**src/rtl/nic_irq_pkg.sv**
```systemverilog
package nic_irq_pkg;
  localparam int STAT_W  = 8;
  localparam int ADDR_W  = 2;
  localparam int N_LATCH = 3;

  typedef enum logic [ADDR_W-1:0] {
    A_STAT = 2'd0,
    A_ACK  = 2'd1,
    A_MASK = 2'd2
  } addr_e;

  localparam int B_TXDONE  = 0;
  localparam int B_RXPKT   = 1;
  localparam int B_TXEMPTY = 2;
  localparam int B_ALLOC   = 3;
  localparam int B_RXOVR   = 4;
  localparam int B_PORTEV  = 5;
endpackage

```
**src/rtl/nic_irq_latch.sv**
```systemverilog
module nic_irq_latch (
  input  logic clk,
  input  logic rst,
  input  logic set_i,
  input  logic lvl_i,
  input  logic clr_i,
  output logic q_o
);
  always_ff @(posedge clk) begin
    if (rst) q_o <= 1'b0;
    else     q_o <= set_i | (~clr_i & (q_o | lvl_i));
  end

  AST_EVT_WINS: assert property (@(posedge clk) disable iff (rst) set_i |=> q_o);
  AST_HOLD_UNTIL_ACK: assert property (@(posedge clk) disable iff (rst) (q_o && !clr_i) |=> q_o);
endmodule

```
**src/rtl/nic_irq_regs.sv**
```systemverilog
module nic_irq_regs
  import nic_irq_pkg::*;
#(
  parameter int W  = STAT_W,
  parameter int AW = ADDR_W
) (
  input  logic          clk,
  input  logic          rst,
  input  logic [AW-1:0] addr_i,
  input  logic          wr_i,
  input  logic [W-1:0]  wdata_i,
  input  logic [W-1:0]  stat_i,
  output logic [W-1:0]  rdata_o,
  output logic [W-1:0]  mask_o,
  output logic [W-1:0]  ack_o
);
  logic wr_mask;
  assign wr_mask = wr_i && (addr_i == A_MASK);
  assign ack_o   = (wr_i && (addr_i == A_ACK)) ? wdata_i : '0;

  always_ff @(posedge clk) begin
    if (rst) mask_o <= '0;
    else if (wr_mask) mask_o <= wdata_i;
  end

  always_ff @(posedge clk) begin
    if (rst) rdata_o <= '0;
    else begin
      case (addr_i)
        A_STAT:  rdata_o <= stat_i;
        A_MASK:  rdata_o <= mask_o;
        default: rdata_o <= '0;
      endcase
    end
  end

  AST_MASK_LOAD: assert property (@(posedge clk) disable iff (rst) wr_mask |=> (mask_o == $past(wdata_i)));
endmodule

```
**src/rtl/nic_irq_status.sv**
```systemverilog
module nic_irq_status
  import nic_irq_pkg::*;
#(
  parameter int W  = STAT_W,
  parameter int AW = ADDR_W
) (
  input  logic          clk,
  input  logic          rst,
  input  logic          tx_cmp_empty_i,
  input  logic          rx_pkt_empty_i,
  input  logic          alloc_failed_i,
  input  logic          tx_fifo_empty_i,
  input  logic          rx_ovr_evt_i,
  input  logic          rx_pkt_arrive_i,
  input  logic          link_evt_i,
  input  logic          ctr_roll_evt_i,
  input  logic          tx_fatal_evt_i,
  input  logic [AW-1:0] reg_addr_i,
  input  logic          reg_wr_i,
  input  logic [W-1:0]  reg_wdata_i,
  output logic [W-1:0]  reg_rdata_o,
  output logic          irq_o,
  output logic          tx_pop_o,
  output logic          port_ovr_o
);
  localparam int LPOS [N_LATCH] = '{B_TXEMPTY, B_RXOVR, B_PORTEV};

  logic [W-1:0]       stat, mask, ack;
  logic [N_LATCH-1:0] set_v, lvl_v, q_v;
  logic               txe_prev;

  always_ff @(posedge clk) begin
    if (rst) txe_prev <= 1'b0;
    else     txe_prev <= tx_fifo_empty_i;
  end

  assign set_v[0] = tx_fifo_empty_i & ~txe_prev;
  assign set_v[1] = rx_ovr_evt_i;
  assign set_v[2] = link_evt_i | ctr_roll_evt_i | tx_fatal_evt_i;
  assign lvl_v    = {2'b00, tx_fifo_empty_i};

  generate
    for (genvar i = 0; i < N_LATCH; i++) begin : g_latch
      nic_irq_latch u_latch (
        .clk   (clk),
        .rst   (rst),
        .set_i (set_v[i]),
        .lvl_i (lvl_v[i]),
        .clr_i (ack[LPOS[i]]),
        .q_o   (q_v[i])
      );
    end
  endgenerate

  always_comb begin
    stat             = '0;
    stat[B_TXDONE]   = ~tx_cmp_empty_i;
    stat[B_RXPKT]    = ~rx_pkt_empty_i;
    stat[B_ALLOC]    = ~alloc_failed_i;
    for (int i = 0; i < N_LATCH; i++) stat[LPOS[i]] = q_v[i];
  end

  nic_irq_regs #(.W(W), .AW(AW)) u_regs (
    .clk     (clk),
    .rst     (rst),
    .addr_i  (reg_addr_i),
    .wr_i    (reg_wr_i),
    .wdata_i (reg_wdata_i),
    .stat_i  (stat),
    .rdata_o (reg_rdata_o),
    .mask_o  (mask),
    .ack_o   (ack)
  );

  assign irq_o = |(stat & mask);

  always_ff @(posedge clk) begin
    if (rst) tx_pop_o <= 1'b0;
    else     tx_pop_o <= ack[B_TXDONE] & ~tx_cmp_empty_i;
  end

  always_ff @(posedge clk) begin
    if (rst)                  port_ovr_o <= 1'b0;
    else if (rx_ovr_evt_i)    port_ovr_o <= 1'b1;
    else if (rx_pkt_arrive_i) port_ovr_o <= 1'b0;
  end

  AST_POP_NEEDS_ACK: assert property (@(posedge clk) disable iff (rst) tx_pop_o |-> $past(ack[B_TXDONE] && !tx_cmp_empty_i));
  AST_NO_POP_EMPTY: assert property (@(posedge clk) disable iff (rst) (ack[B_TXDONE] && tx_cmp_empty_i) |=> !tx_pop_o);
  AST_TXE_REARM: assert property (@(posedge clk) disable iff (rst) (!stat[B_TXEMPTY] && tx_fifo_empty_i && !ack[B_TXEMPTY]) |=> stat[B_TXEMPTY]);
  AST_POVR_CLEAR: assert property (@(posedge clk) disable iff (rst) (rx_pkt_arrive_i && !rx_ovr_evt_i) |=> !port_ovr_o);
  AST_OVR_SETS: assert property (@(posedge clk) disable iff (rst) rx_ovr_evt_i |=> (port_ovr_o && stat[B_RXOVR]));
endmodule

```
**config.mk**
```make
export PLATFORM = sky130hd
export DESIGN_NAME = nic_irq_status
export DESIGN_NICKNAME = d
export VERILOG_FILES = /design/src/rtl/nic_irq_pkg.sv /design/src/rtl/nic_irq_latch.sv /design/src/rtl/nic_irq_regs.sv /design/src/rtl/nic_irq_status.sv
export SDC_FILE = /design/constraint.sdc
export NUM_CORES = 1
export LEC_CHECK = 0
export ABC_AREA = 1
export BUFFER_PORTS_ARGS = -buffer_cell sky130_fd_sc_hd__clkbuf_2
export CORE_UTILIZATION = 52
export DETAILED_ROUTE_END_ITERATION = 8
export PLACE_DENSITY_LB_ADDON = 0.2
export SLEW_MARGIN = 5
export SYNTH_ARGS = -nofsm -noshare
export SYNTH_HDL_FRONTEND = slang
export SYNTH_HIERARCHICAL = 1
export SYNTH_SLANG_ARGS = --single-unit
```
**constraint.sdc**
```tcl
create_clock -name clk -period 1.9 [get_ports clk]
set_input_delay 0.19 -clock clk [delete_from_list [all_inputs] [get_ports clk]]
set_output_delay 0.19 -clock clk [all_outputs]
set_load 0.1 [all_outputs]
```
==> results of run 1 <==
==> through the flow <==
step | util (%) | instances | hold WS [ns] | area [um2] | total power, mW
final | 68.4 | 203 | 0.112 | 1180 | 0.929
after global routing | 68.4 | 203 | 0.107 | 1180 | 0.978
after CTS | 68.4 | 203 | 0.102 | 1180 | 0.941
after detailed placement | 66.3 | 199 | 0.417 | 1140 | 0.695
after global placement | 66.3 | 199 | 0.410 | 1140 | 0.691
after floorplan | - | 145 | 0.259 | 970 | 0.646
==> how the worst max path moves through the flow <==
stage                                       from  endpoint  slack (ns)  depth (start not counted)
2_1_floorplan  g_latch[1].u_latch/q_o$_SDFF_PP0_     irq_o        0.59                          4
3_3_place_gp   g_latch[1].u_latch/q_o$_SDFF_PP0_     irq_o        0.71                          5
3_5_place_dp   g_latch[0].u_latch/q_o$_SDFF_PP0_     irq_o        0.69                          5
4_1_cts        g_latch[0].u_latch/q_o$_SDFF_PP0_     irq_o        0.35                          5
5_1_grt            u_regs/mask_o[0]$_SDFFE_PP0P_     irq_o        0.26                          5
6_report       g_latch[2].u_latch/q_o$_SDFF_PP0_     irq_o        0.36                          5
==> power breakdown <==
part / internal, mW / switching [mW]
Clock: 0.117 / 0.128
Combinational: 0.0469 / 0.142
Sequential: 0.483 / 0.0131
==> cells in the final DEF, fill, tap and decap left out <==
cell type / instances
a21oi_1: 12
nor2_2: 1
nand2_1: 33
nor2_1: 26
nand3_4: 1
nand3_1: 8
clkbuf_2: 32
clkbuf_4: 3
inv_1: 23
nor2_4: 1
nand2_2: 4
o21ai_1: 3
inv_2: 4
dfxtp_1: 22
conb_1: 4
clkbuf_8: 1
==> routing by layer <==
layer	global-route usage, %	routed length (um)	vias up
met3	3.60	160	2
met2	34.2	890	41
met1	25.7	780	378
met5	0	0	-
li1	-	-	491
met4	9.09	22	0
==> layout make-up <==
cell class,count,area [um2],area share [%]
clock buffer,4,36.3,3.07
inverter,27,101,8.58
multi-input combinational,93,412,34.9
sequential,22,440,37.3
tap,25,31.3,2.65
timing repair buffer,32,160,13.6
==> sequential cells by signal, summed over array words and instances (netlist names) <==
| signal | flops |
|---|---|
| txe_prev | 1 |
| u_regs/rdata_o | 8 |
| g_latch.u_latch/q_o | 3 |
| port_ovr_o | 1 |
| u_regs/mask_o | 8 |
| tx_pop_o | 1 |
==> worst min-delay path: stages <==
cell and delay, ns:
clkbuf_2 0.07, nor2_1 0.03, nor2_1 0.08
==> metrics.md, run 1 <==
| Metric | Value |
|---|---|
| Outcome | finished clean |
| Clk Latency, worst-skew pair | just under 0.3 ns |
| Delay-heaviest family, CP | buffers and inverters |
| Hold wc startpoint | reg_wdata_i[7] |
| CTS Buffer Depth | 2 |
| Total track usage | 20.5% |
| Placed wire-length estimate | around 1400 um |
| CTS Hold Bufs | 0 |
| Final min period | between 1.5 and 2 ns |
| DR iter-0 viols | 27 |
| Core area | 1730 um2 |
| First-pass GRT wire length | around 3000 um |
| Routed len/inst | 9.13 um |
| Setup TNS | 0 ns |
| CTS Sinks | 22 |
| Reg2reg setup slack | 1.19 ns |
| Top-Level Pins | 33 |
| Postcts setup bufs | 0 |
| Buf/Inv on CP | 1 |
| R2R Path Start | u_regs/mask_o[0]$_SDFFE_PP0P_ |
| Pre-antenna DRT Iters | 4 |
| # diodes | 0 |
| Final Hold Viols | 0 |
| Max_slew headroom | between 60% and 70% |
| Pre-CTS WS | between 0.6 and 0.7 ns |
| Final worst setup slack | 0.357 ns |
| Largest net degree at the start of global routing | 17 |
| Root buffer cell | clkbuf_4 |
| Power per cell area | 787 nW/um2 |
| FP Rows | 15 |
| Mapped Cells | 142 |
| Final setup violation count | 0 |
| Initial antenna violation count | 0 |
| Die W | 44.9 um |
| Via count | 912 |
| Number of H-tree levels | 1 |
| CP Launch Type | register |
| Pins over their slew limit | 0 |
| Die Area | 2020 um2 |
| Synthesized area per cell | 6.75 um2 |
| Slowest CP cell | clkbuf_2 |
| Layout cells sized above 1 | approximately a quarter |
| IO Port Bufs | 32 |
| Max VDD drop | 0.534 mV |
| Final period util | 81.2% |
| Reg clk slew, reported paths | approximately 0.11 ns |
| Leakage | 0.646 nW |
| Path depth of the worst reg2reg path | 2 |
| Worst-path maximum fanout | 3 |
| Worst hold stages | 3 |
| Synthesized area | 958 um2 |
| RSZ-0062 raised after global routing | no |
| Crit Reg-Reg Endpoint | u_regs/rdata_o[0]$_SDFF_PP0_ |
| # fillers | around 170 |
| GR Overflow Total | 0 |
| Top cell by count, worst path | nand2_1 |
| Max Fclk | 648 MHz |
| Final ANT Viol Nets | 0 |
| Via-to-Cell Ratio | roughly 4.5 |
| Skew final | a little under 0.005 ns |
| Post-Route WL | 1850 um |
| CTS Buf Count | 3 |
| Initial Util | 55.5% |
| Vias in the first global route | approximately 730 |
| Critical-path cell list | nand2_1 > nand2_2 > nor2_2 > nand2_1 > clkbuf_2 |
| Yosys warnings | 6 |
| TritonCTS clock tree | done |
| Max_cap viols | 0 |
| Worst Hold Class | primary input to register |
| Worst Setup End Kind | output port |
| Crit path DAT | 1.35 ns |
| CP required | 1.71 ns |
| Hold-critical path endpoint | u_regs/mask_o[7]$_SDFFE_PP0P_ |
| Fin nets | ~200 |
| Crit Path Class | register to output port |
| Post-CTS resize count | 0 |
| GPL Wtd Cong | 0.833 |
| Area delta synth->final | 23.2% |
| Worst-Margin Slew | ~0.54 ns |
| Die H | approximately 45 um |
| Peak per-stage delay on the critical path | between 0.4 and 0.5 ns |
| DRC | 0 |
No activity file was read; power rests on OpenSTA's default activity.
==> run 2: changes to the inputs <==
--- a/config.mk
+++ b/config.mk
@@ -7,7 +7,7 @@
 export LEC_CHECK = 0
 export ABC_AREA = 1
 export BUFFER_PORTS_ARGS = -buffer_cell sky130_fd_sc_hd__clkbuf_2
-export CORE_UTILIZATION = 52
+export CORE_UTILIZATION = 43
 export DETAILED_ROUTE_END_ITERATION = 8
 export PLACE_DENSITY_LB_ADDON = 0.2
 export SLEW_MARGIN = 5
==> constraint.sdc (replaced) <==
create_clock -name clk -period 1.35 [get_ports clk]
set_input_delay 0.135 -clock clk [delete_from_list [all_inputs] [get_ports clk]]
set_output_delay 0.135 -clock clk [all_outputs]
set_load 0.1 [all_outputs]
==> run 2 against run 1 <==
Net effect:
- count of clock-buffer cells in the layout unchanged
- final area up 2.3%
- combinational power up 49%
- total power up 43%
- setup slack worse by 0.28 ns
- utilization down 8.6 points
- global-route usage down 3.4 points
- sequential share of layout area down 0.64 points
- cell count up 1.5%
- largest power group unchanged
==> metrics.md, run 2 (synthesized netlist as in run 1, its figures left out) <==
| Metric | Value |
|---|---|
| Initial Util | between 40 and 50% |
| Final Hold Viols | 0 |
| Via-to-Cell Ratio | between 4 and 5 |
| TritonCTS clock tree | done |
| Placed wire-length estimate | 1450 um |
| Final min period | 1.28 ns |
| FP Rows | 16 |
| Worst-Margin Slew | 0.542 ns |
| Worst-path maximum fanout | 3 |
| GR Overflow Total | 0 |
| Slowest CP cell | dfxtp_1 |
| Die Area | 2420 um2 |
| Pre-antenna DRT Iters | 4 |
| Largest registers | u_regs/mask_o (8), u_regs/rdata_o (8), g_latch.u_latch/q_o (3) |
| CTS Sinks | 22 |
| First-pass GRT wire length | 3260 um |
| IO Port Bufs | 32 |
| Worst hold stages | 2 |
| Max_cap viols | 0 |
| Peak per-stage delay on the critical path | 0.40 ns |
| Crit path DAT | 1.14 ns |
| Pint | 0.927 mW |
| Max_slew headroom | between 60% and 70% |
| Sequential share of power | 52.7% |
| Largest net degree at the start of global routing | 17 |
| Setup TNS | 0 ns |
| Area delta synth->final | 26.1% |
| CTS Hold Bufs | 0 |
| Die H | 49.2 um |
| Vias in the first global route | 828 |
| Routed len/inst | 8.80 um |
| Most frequent cells in the layout | 33 x nand2_1, 31 x clkbuf_2, 26 x nor2_1, 23 x inv_1, 20 x dfxtp_1 |
| Pins over their slew limit | 0 |
| Skew final | 0.00134 ns |
| Core area | 2020 um2 |
| Crit Reg-Reg Endpoint | u_regs/rdata_o[2]$_SDFF_PP0_ |
| Path depth of the worst reg2reg path | 2 |
| Layout cells sized above 1 | 27.9% |
| Reg2reg setup slack | approximately 0.63 ns |
| Power per cell area | 1100 nW/um2 |
| CTS Buffer Depth | 2 |
| Top cell by count, worst path | nand2_2 |
| Leakage | 0.655 nW |
| Fin nets | 202 |
| RSZ-0062 raised after global routing | no |
| Initial antenna violation count | 0 |
| Crit Path Class | register to output port |
| Hold-critical path endpoint | g_latch[2].u_latch/q_o$_SDFF_PP0_ |
| Via count | 919 |
| Clk Latency, worst-skew pair | just under 0.3 ns |
| DR iter-0 viols | 30 |
| GPL Wtd Cong | 0.812 |
| Final period util | between 90% and 100% |
| DRC | 0 |
| Leading cell type in the layout, fill and taps excluded | nand2_1 |
| CTS Buf Count | 3 |
| Clock share of power | 26.2% |
| # diodes | 0 |
| Max VDD drop | 0.591 mV |
| CP Launch Type | register |
| Number of H-tree levels | 1 |
| R2R Path Start | u_regs/mask_o[2]$_SDFFE_PP0P_ |
| CP required | between 1 and 1.5 ns |
| Worst Hold Class | primary input to register |
| Hold wc startpoint | rst |
| Sw Pwr | 0.403 mW |
| Sw Ratio | 30.3% |
| Final ANT Viol Nets | 0 |
| Root buffer cell | clkbuf_4 |
| Max Fclk | a little under 800 MHz |
| Final setup violation count | 0 |
| Total track usage | 17.1% |
| Outcome | finished clean |
| Top-Level Pins | 33 |
| Post-route cell area | 1210 um2 |
| Critical-path cell list | nand2_2 > nand2_2 > nor2_2 > nand2_1 > buf_12 |
| Die W | 49.2 um |
| Placed standard-cell area | between 1000 and 1500 um2 |
| Power share of the combinational group | 21.2% |
| Post-Route WL | 1810 um |
| Worst Setup End Kind | output port |
| Reg clk slew, reported paths | 0.11 ns |
## run 2: power by group through the flow
stage	Clock (mW)	Combinational [mW]	Sequential, mW
2_1_floorplan	0	0.122	0.787
3_3_place_gp	0	0.277	0.713
3_5_place_dp	0	0.281	0.715
4_1_cts	0.361	0.282	0.700
5_1_grt	0.392	0.307	0.704
6_report	0.348	0.281	0.700
## run 2: per-stage QoR
step | worst slack [ns] | power, mW | std cells | util (%) | hold slack [ns]
after detailed placement | 0.365 | 0.996 | 202 | 57.9 | 0.366
after floorplan | 0.0917 | 0.909 | 145 | - | 0.204
after global placement | 0.398 | 0.990 | 202 | 57.9 | 0.355
final | 0.0734 | 1.33 | 206 | 59.8 | 0.0514
after CTS | 0.0571 | 1.34 | 206 | 59.7 | 0.0449
after global routing | 0.00115 | 1.40 | 206 | 59.8 | 0.0485
## run 2: metal layers
layer | GRT usage [%] | part of all wire, % | vias up
met4 | 7.35 | 0.66 | 0
met3 | 3.12 | 5.4 | 2
met1 | 21.6 | 47 | 398
li1 | - | - | 491
met5 | 0 | 0 | -
met2 | 28.1 | 47 | 28
## run 2: area by class of cell
class | count | area, um2
sequential | 22 | 443
tap | 27 | 33.8
multi-input combinational | 93 | 412
fill | 202 | 813
inverter | 27 | 101
timing repair buffer | 33 | 183
clock buffer | 4 | 36.3
## run 2: worst max-delay path: cells and delay by family, from the launching register on
kind                   cells  cell delay, ns
buffers and inverters      1            0.18
and+or+nand+nor            4            0.26
DFF                        1            0.40
## run 2: worst max path at each step
| stage | startpoint | end |
|---|---|---|
| 5_1_grt | u_regs/mask_o[2]$_SDFFE_PP0P_ | irq_o |
| 4_1_cts | u_regs/mask_o[2]$_SDFFE_PP0P_ | irq_o |
| 3_3_place_gp | reg_addr_i[1] | g_latch[2].u_latch/q_o$_SDFF_PP0_ |
| 2_1_floorplan | g_latch[1].u_latch/q_o$_SDFF_PP0_ | irq_o |
| 6_report | u_regs/mask_o[4]$_SDFFE_PP0P_ | irq_o |
| 3_5_place_dp | reg_addr_i[1] | g_latch[1].u_latch/q_o$_SDFF_PP0_ |
## run 2: repair_timing
action                                  in CTS  in global routing
gates resized for setup                      0                  2
setup buffers                                0                  0
endpoints found under the setup margin       0                  1
==> run 3: changes to the inputs <==
--- a/config.mk
+++ b/config.mk
@@ -7,7 +7,7 @@
 export LEC_CHECK = 0
 export ABC_AREA = 1
 export BUFFER_PORTS_ARGS = -buffer_cell sky130_fd_sc_hd__clkbuf_2
-export CORE_UTILIZATION = 43
+export CORE_UTILIZATION = 48
 export DETAILED_ROUTE_END_ITERATION = 8
 export PLACE_DENSITY_LB_ADDON = 0.2
 export SLEW_MARGIN = 5
==> constraint.sdc (replaced) <==
create_clock -name clk -period 1.28 [get_ports clk]
set_input_delay 0.128 -clock clk [delete_from_list [all_inputs] [get_ports clk]]
set_output_delay 0.128 -clock clk [all_outputs]
set_load 0.1 [all_outputs]
==> run 3 against run 2 <==
Net effect:
- sequential cell count is the same
- final area grew 0.83%
- critical path depth is the same
- clock power shrank 13%
- sequential share of layout area grew 0.21 points
- hold slack lost 0.020 ns
- cell count shrank 0.97%
- global-route usage grew 2.4 points
- register-to-register slack lost 0.09 ns
- die area shrank 10%
- largest cell class unchanged
==> metrics.md, run 3 (synthesized netlist as in run 1, its figures left out) <==
| Metric | Value |
|---|---|
| Clk Latency, worst-skew pair | slightly above 0.3 ns |
| RSZ-0062 raised after global routing | yes |
| Initial antenna violation count | 0 |
| Number of H-tree levels | 1 |
| Hold wc startpoint | reg_wdata_i[3] |
| Setup TNS | 0 ns |
| FP Rows | 15 |
| Wire length on met1 | 898 um |
| CP Launch Type | register |
| Layout cells sized above 1 | a little under a third |
| GPL Wtd Cong | 0.819 |
| Worst hold stages | 3 |
| Fin nets | 203 |
| Hold-critical path endpoint | u_regs/mask_o[3]$_SDFFE_PP0P_ |
| GR Overflow Total | 0 |
| Skew final | 0.00585 ns |
| Vias in the first global route | 701 |
| Final Hold Viols | 0 |
| Final ANT Viol Nets | 0 |
| Final min period | 1.25 ns |
| Placed standard-cell area | 1180 um2 |
| Reg2reg setup slack | 0.54 ns |
| Dpl cells | 200 |
| Max_slew headroom | 64.1% |
| CTS Sinks | 22 |
| Placed wire-length estimate | 1480 um |
| Crit Path Class | register to output port |
| Area delta synth->final | 27.2% |
| Top layer in use | met4 |
| Worst-path maximum fanout | 3 |
| Routed wl met3 | 118 um |
| R2R Path Start | u_regs/mask_o[4]$_SDFFE_PP0P_ |
| Routed len/inst | 9.82 um |
| Worst Hold Class | primary input to register |
| Buf/Inv on CP | 1 |
| Reg clk slew, reported paths | 0.11 ns |
| Core area | between 1500 and 2000 um2 |
| Metal2 WL | 954 um |
| Initial Util | between 50% and 60% |
| Largest registers | u_regs/mask_o (8), u_regs/rdata_o (8), g_latch.u_latch/q_o (3) |
| Die Area | 2180 um2 |
| Final setup violation count | 0 |
| CP required | 1.15 ns |
| DR iter-0 viols | 23 |
| Worst hold slack | 0.0318 ns |
| Max VDD drop | 0.851 mV |
| Total track usage | 19.5% |
| CTS Hold Bufs | 0 |
| Slowest CP cell | dfxtp_2 |
| Pre-antenna DRT Iters | 4 |
| Crit Reg-Reg Endpoint | u_regs/mask_o[4]$_SDFFE_PP0P_ |
| Worst-Margin Slew | roughly 0.54 ns |
| Root buffer cell | clkbuf_4 |
| Pins over their slew limit | 0 |
| Die H | 46.7 um |
| Top-Level Pins | 33 |
| Leakage | 0.658 nW |
| Non-Filler Instances | just over 200 |
| Via-to-Cell Ratio | roughly 4.5 |
| Via count | 927 |
| CTS Buf Count | 3 |
| Worst Setup End Kind | output port |
| Max Fclk | 801 MHz |
| Top cell by count, worst path | nand2_2 |
| Die W | 46.7 um |
| Post-Route WL | 2000 um |
| Max_cap viols | 0 |
| Critical-path cell list | nand2_2 > nand2_2 > nor2_2 > nand2_2 > buf_12 |
| Power per cell area | 1110 nW/um2 |
| Delay-heaviest family, CP | flip-flops |
| First-pass GRT wire length | around 2900 um |
| CTS Buffer Depth | 2 |
| Outcome | finished clean |
| # diodes | 0 |
| Crit path DAT | 1.12 ns |
| Leading cell type in the layout, fill and taps excluded | nand2_1 |
| Largest net degree at the start of global routing | 17 |
| Final period util | 97.6% |
| TritonCTS clock tree | done |
| Path depth of the worst reg2reg path | 5 |
| IO Port Bufs | 32 |
| Post-route cell area | 1220 um2 |
| DRC | 0 |
| Peak per-stage delay on the critical path | 0.35 ns |
| Most frequent cells in the layout | 32 x nand2_1, 27 x clkbuf_2, 26 x nor2_1, 23 x inv_1, 15 x dfxtp_1 |
[run 3: changes by cell type in the layout (fill, tap and decap cells not counted), sizes merged]
| cell | delta |
|---|---|
| clkbuf | -5 |
| buf | +5 |
[run 3: repair_timing]
| item | CTS | global route |
|---|---|---|
| buffers inserted | 0 | 1 |
| hold endpoints to repair | 0 | 0 |
| pin swaps | 0 | 4 |
| endpoints found under the setup margin | 1 | 1 |
| resized for setup | 4 | 4 |
[run 3: worst max-delay path by stage]
stage / from / endpoint / slack [ns] / depth (start not counted)
floorplan: g_latch[1].u_latch/q_o$_SDFF_PP0_ / irq_o / 0.03 / 4
global placement: reg_addr_i[1] / g_latch[2].u_latch/q_o$_SDFF_PP0_ / 0.33 / 7
detailed placement: reg_addr_i[1] / g_latch[0].u_latch/q_o$_SDFF_PP0_ / 0.30 / 7
CTS: g_latch[2].u_latch/q_o$_SDFF_PP0_ / irq_o / 0.001 / 5
global route: g_latch[1].u_latch/q_o$_SDFF_PP0_ / irq_o / -0.02 / 5
finish: g_latch[1].u_latch/q_o$_SDFF_PP0_ / irq_o / 0.03 / 5
[run 3: per-layer routing]
layer  up-vias  global-route usage (%)
met1       399                    24.5
met2        32                    29.4
met4         0                    9.14
li1        492                       -
met3         4                    7.06
met5         -                       0
[run 3: worst min-delay path, stage by stage]
cell and delay [ns]:
clkbuf_2 0.07, nor2_1 0.03, nor2_1 0.08
[run 3: per-stage QoR]
step | util, % | power, mW | setup WS, ns
after CTS | 66.9 | 1.36 | 0.00116
final | 67.6 | 1.35 | 0.0309
after global routing | 67.6 | 1.42 | -0.0180
after global placement | 65.3 | 1.05 | 0.332
after floorplan | - | 0.959 | 0.0287
after detailed placement | 65.3 | 1.05 | 0.298
[run 3: cell type report]
class	count	area, um2
timing repair buffer	34	200
inverter	27	101
sequential	22	449
tap	25	31.3
multi-input combinational	93	414
clock buffer	3	22.5
fill	173	583
[run 3: power breakdown]
group          internal, mW  total (mW)  switching [mW]
registers             0.720       0.741          0.0206
logic                0.0917       0.306           0.214
clock network         0.110       0.303           0.193
